<file path="src/rtl/pix_byte_ser.sv">
module pix_byte_ser #(
  parameter int CW = 8
) (
  input  logic          clk,
  input  logic          rst_n,
  input  logic          pix_valid,
  output logic          pix_ready,
  input  logic [CW-1:0] pix_red,
  input  logic [CW-1:0] pix_green,
  input  logic [CW-1:0] pix_blue,
  input  logic          line_sync_in,
  input  logic          frame_sync_in,
  input  logic          den_in,
  output logic [CW-1:0] lane_data,
  output logic          lane_line_sync,
  output logic          lane_frame_sync,
  output logic          lane_den
);
  localparam logic [1:0] PH_BLUE  = 2'd0;
  localparam logic [1:0] PH_GREEN = 2'd1;
  localparam logic [1:0] PH_RED   = 2'd2;

  logic [1:0]    ph;
  logic [CW-1:0] hold_g, hold_r, data_q;
  logic          ls_q, fs_q, den_q;
  logic          take;

  assign pix_ready = (ph == PH_RED);
  assign take      = pix_ready && pix_valid;

  always_ff @(posedge clk) begin
    if (!rst_n) begin
      ph     <= PH_BLUE;
      hold_g <= '0;
      hold_r <= '0;
      data_q <= '0;
      ls_q   <= 1'b0;
      fs_q   <= 1'b0;
      den_q  <= 1'b0;
    end else begin
      case (ph)
        PH_RED: begin
          ph <= PH_BLUE;
          if (take) begin
            data_q <= pix_blue;
            hold_g <= pix_green;
            hold_r <= pix_red;
            ls_q   <= line_sync_in;
            fs_q   <= frame_sync_in;
            den_q  <= den_in;
          end else begin
            data_q <= '0;
            hold_g <= '0;
            hold_r <= '0;
            den_q  <= 1'b0;
          end
        end
        PH_BLUE: begin
          ph     <= PH_GREEN;
          data_q <= hold_g;
        end
        default: begin
          ph     <= PH_RED;
          data_q <= hold_r;
        end
      endcase
    end
  end

  assign lane_data       = data_q;
  assign lane_line_sync  = ls_q;
  assign lane_frame_sync = fs_q;
  assign lane_den        = den_q;
endmodule

</file>
<file path="config.mk">
export PLATFORM = sky130hd
export DESIGN_NAME = pix_byte_ser
export DESIGN_NICKNAME = d
export VERILOG_FILES = /design/src/rtl/pix_byte_ser.sv
export SDC_FILE = /design/constraint.sdc
export NUM_CORES = 1
export LEC_CHECK = 0
export BUFFER_PORTS_ARGS = -buffer_cell sky130_fd_sc_hd__buf_4
export CELL_PAD_IN_SITES_DETAIL_PLACEMENT = 1
export CELL_PAD_IN_SITES_GLOBAL_PLACEMENT = 2
export CORE_UTILIZATION = 32
export CTS_CLUSTER_DIAMETER = 50
export DETAILED_ROUTE_END_ITERATION = 8
export HOLD_SLACK_MARGIN = 0.06
export PLACE_DENSITY = 0.93
export SYNTH_ARGS = -nofsm -noshare
export SYNTH_HDL_FRONTEND = slang
export SYNTH_SLANG_ARGS = --single-unit
</file>
<file path="constraint.sdc">
create_clock -name clk -period 2.8 [get_ports clk]
set_clock_uncertainty 0.2 [all_clocks]
set_input_delay 0.14 -clock clk [delete_from_list [all_inputs] [get_ports clk]]
set_output_delay 0.14 -clock clk [all_outputs]
set_load 0.02 [all_outputs]
</file>
# Yosys cells after proc, flatten, opt, wreduce, memory -nomap -nowiden
# Index checks and enable logic that the tools add are counted.
classes:
  add_sub_neg: 0
  magnitude_cmp: 0
  bitwise_logic: 0
  n_eq_ne: 1
  shift: 0
  multipliers: 0
  div: 0
  mux: 6
  reduce_logical: 3
op_table:
  columns: ["cell", "n"]
  rows:
  - ["$mux W8", 3]
  - ["$pmux W8 S2", 1]
  - ["$pmux W2 S2", 1]
  - ["$eq A2 B2 Y1 const B", 1]
  - ["$logic_not A2 Y1", 1]
  - ["$reduce_and A2 Y1", 1]
  - ["$logic_and A1 B1 Y1", 1]
  - ["$mux W1", 1]
totals:
  latch_bits: 0
  in_bits: 30
  output_inout_bits: 12
  n_memories: 0
  ramBits: 0
  ff_bits: 29
  mem_bits_ro: 0
  elab_cells: 17

# Depth between registers and ports, before layout
logic_depth:
  ltp_word: 4
  mapped_depth: 6
  mapped_depth_nobuf: 4

# Worst setup path before layout
# OpenSTA, ideal clock, no wires.
synth_path:
  path_type: "flip-flop to flip-flop"
  from: "register ph[1]"
  to: "register hold_g[7]"
  slack_ps: 1532
  path_stages_with_launch: 7
  arrival_ps: 1002
  period_less_slack_ps: 1268
  path_buffers: 2
  setup_time_ps: 66
  path_cell_list: "dfxtp_1 > nand2b_1 > buf_6 > clkinv_4 > buf_8 > nand3_2 > a21boi_2"
synth_between:
  elab_chain_cells: 3
synth_rtl:
  columns: ["item", "line_no", "text"]
  rows:
  - ["start, declared", "23", "logic [1:0] ph;"]
  - ["start signal, assigned", "33", "ph <= PH_BLUE;"]
  - ["start signal, assigned", "43", "ph <= PH_BLUE;"]
  - ["start signal, assigned", "59", "ph <= PH_GREEN;"]
  - ["$eq A2 B2 Y1 (*)", "28", "assign pix_ready = (ph == PH_RED);"]
  - ["net pix_ready", "7", "output logic pix_ready,"]
  - ["$logic_and A1 B1 Y1", "29", "assign take = pix_ready && pix_valid;"]
  - ["$mux W8", "44", "if (take) begin"]
  - ["end signal, assigned", "46", "hold_g <= pix_green;"]
  - ["end, declared", "24", "logic [CW-1:0] hold_g, hold_r, data_q;"]
# The timed path passes the listed nets; every way through them passes the cells marked *.
# A chain may end at the register's enable or synchronous reset.

# Worst setup path in the final report
layout_path:
  from: "register ph[1]"
  to: "output port pix_ready"
layout_between:
  elab_chain_cells: 1
layout_rtl:
  columns: ["item", "line_no"]
  rows:
  - ["$eq A2 B2 Y1", "28"]
  - ["end, declared", "7"]
# No other way between the ends.

==> flow_summary.ini <==
[die]
num_rows = 23
die_y_um = 67.0
ios = 42
die_width_um = 67.0
dieArea_mm2 = 0.00448
coreArea_mm2 = 0.00403
initial_core_util_pct = 33.5

[synth]
synth_seq_cells = 29
yosysSeqAreaShare_pct = 43.0
synth_nets = 166
synth-compound-area-share_pct = 24.6
synthMuxAreaShare_pct = 0
synth-xor-area-share_pct = 0
netlist_instances = 136
ys_warn_count = 0
synth_area_mm2 = 0.00135
synth_cell_type_count = 21
synthSimpleGateAreaFrac_pct = 24.9
synth_fa_ha_area_share_pct = 0
synth_area_per_cell_um2 = 9.93
synth_top_family_by_area = simple AND/OR/NAND/NOR gates

[clocking]
clock_sinks = 29
clk_latency_ns = 0.27
cts_tree = yes
post-cts-setup-buffers = 0
cts-buffers-inserted = 5
clkTransAtPathRegs_ns = 0.06
cts-root-buf = clkbuf_8
htreeDepth = 2
clockBufferDepth = 2

[worst_setup_path]
endpoint = pix_ready
worstPathRequired_ns = 2.46
path_class = reg2out
r2r_cells = 5
slowest_delay_ns = 0.65
ff2ff_setup_slack_ns = 0.94
crit_family = flip-flops
rr_endpoint = lane_line_sync
crit_arrival_ns = 1.67
crit_cells = 4
critical_path_buf_inv_count = 3
worst-path-max-fanout = 21
timing.rr.start = ph[1]
end_kind = output port
crit_path_start_kind = flop
startpoint = ph[1]
cpMostUsedCell = buf_4
cpMaxStageDelayCell = dfxtp_1
path_cells = nand2b_1 > buf_4 > clkinv_4 > buf_4

[route]
via_count = 1212
drt_iter0_drc = 38
drt_pass1_iterations = 4
vias_per_cell = 4.83
routedWlPerCell_um = 14.4
drtAntennaViolNets = 0
wl_mm = 3.61
drcViolationCount = 0

[placement]
dp.final_hpwl_mm = 2.32
numPortBuffers = 41
gp_congestion = 0.729
placed_area_mm2 = 0.00164

[sta]
rsz0062_at_grt = false
tightest_slew_ns = 0.528
slew_violations = 0
setup_violations = 0
tns_ns = 0
fin_crit_ns = 2.01
period_share_pct = 71.8
timing_hold_violations_final = 0
fmax_mhz = 497
maxSlewHeadroom_pct = 64.8

[final_layout]
area_delta_synth_final_pct = 48.9
antenna_cells = 0
fillers = 469
fin_area_mm2 = 0.00201
nNetsFinal = 230
multiInputGateArea_um2 = 668
register_area_um2 = 581
drive_above_1_share_pct = 42.3

[power]
intPower_mw = 0.736
p_clk_share_pct = 38.2
p_sw_mw = 0.236
p_leak_nw = 0.767
p_sw_share_pct = 24.3
p_per_area_mw_per_mm2 = 483
vdd_drop_max_uv = 242
seqPwrFrac_pct = 45.2
pwr-share-comb_pct = 16.5

[global_route]
grt_overflow_total = 0
grt_pass1_wl_mm = 5.88
grt_max_degree = 32
grt_use_total_pct = 18.0
antenna_found_initial = 0
grt_pass1_vias = 1316

[job]
maxCapViolations = 0

[hold_path]
holdPathStages = 3
min_path_type = in2reg

[run_status]
status = completed
-- synthesized netlist by cell type --
library cell	n	area share (%)
dfxtp_1	29	43
nand2_1	19	5.3
a21boi_2	17	14
nand3_2	17	13
o21ai_0	10	3.7
a21oi_1	8	3.0
a31oi_1	8	3.7
and2b_1	5	2.8
buf_2	4	1.5
clkbuf_1	4	1.1
nor2b_1	3	1.4
and2_1	2	0.93
nand4_1	2	0.93
buf_12	1	1.5
buf_4	1	0.56
buf_6	1	0.83
buf_8	1	1.1
clkinv_4	1	0.65
inv_1	1	0.28
nand2b_1	1	0.46
nor3b_1	1	0.56
-- cell type report --
type	instances	share of cell area [%]
clock buffer	7	4.79
clock inverter	1	0.249
inverter	2	0.622
multi-input combinational	93	33.2
sequential	29	28.9
tap	50	3.11
timing repair buffer	69	29.1
-- routing by layer --
layer / part of all wire (%) / global-route usage [%]
met1: 43 / 19.3
met2: 53 / 34.0
met5: 0 / 0
met4: 1.2 / 7.18
met3: 3.6 / 3.60
-- per-stage QoR --
| step | hold slack (ns) | total power, mW | setup slack, ns | utilization, % | instances |
|---|---|---|---|---|---|
| after global placement | 0.165 | 0.574 | 1.13 | 40.7 | 216 |
| final | 0.0711 | 0.972 | 0.789 | 49.9 | 251 |
| after global routing | 0.0923 | 1.02 | 0.647 | 49.9 | 251 |
| after floorplan | 0.0833 | 0.524 | 1.53 | - | 136 |
| after detailed placement | 0.222 | 0.579 | 0.965 | 40.7 | 216 |
| after CTS | 0.0625 | 0.986 | 0.801 | 49.9 | 251 |
-- power by group through the flow --
stage	sequential, mW	clock [mW]	combinational (mW)
2_1_floorplan	0.456	0	0.0682
6_report	0.440	0.371	0.161
4_1_cts	0.440	0.385	0.162
5_1_grt	0.442	0.401	0.174
3_3_place_gp	0.447	0	0.127
3_5_place_dp	0.448	0	0.131
-- what timing repair did --
item / 4_1_cts / 5_1_grt
hold buffers: 27 / 0
gates resized for setup: 0 / 0
endpoints found under the hold margin: 27 / 0
-- worst min-delay path, cell delays in order --
cell and delay (ns):
buf_4 0.20, o21ai_0 0.10, a21oi_1 0.05
-- flip-flops by register name (all words and copies together) (netlist names) --
signal	count
lane_frame_sync	1
lane_line_sync	1
ph	2
hold_g	8
lane_den	1
hold_r	8
lane_data	8
-- worst min path at each step --
| stage | from | end |
|---|---|---|
| finish | rst_n | lane_data[7] |
| global route | rst_n | lane_data[6] |
| CTS | rst_n | lane_data[2] |
| detailed placement | pix_red[3] | hold_r[3] |
| global placement | frame_sync_in | lane_frame_sync |
| floorplan | frame_sync_in | lane_frame_sync |
-- cells by family after synthesis --
group / count (synthesis)
compound gates: 43
flops: 29
simple gates: 50
buf+inv: 14
-- cells in the final DEF, fill, tap and decap left out, types with 2 or more instances in the layout --
cell,n
a21boi_2,17
a21oi_1,8
a31oi_1,8
and2_1,2
and2b_1,5
buf_4,42
clkbuf_8,7
dfxtp_1,29
dlygate4sd3_1,27
nand2_1,19
nand3_2,17
nand4_1,2
nor2b_1,3
o21ai_0,10
No activity file was read; power rests on OpenSTA's default activity.
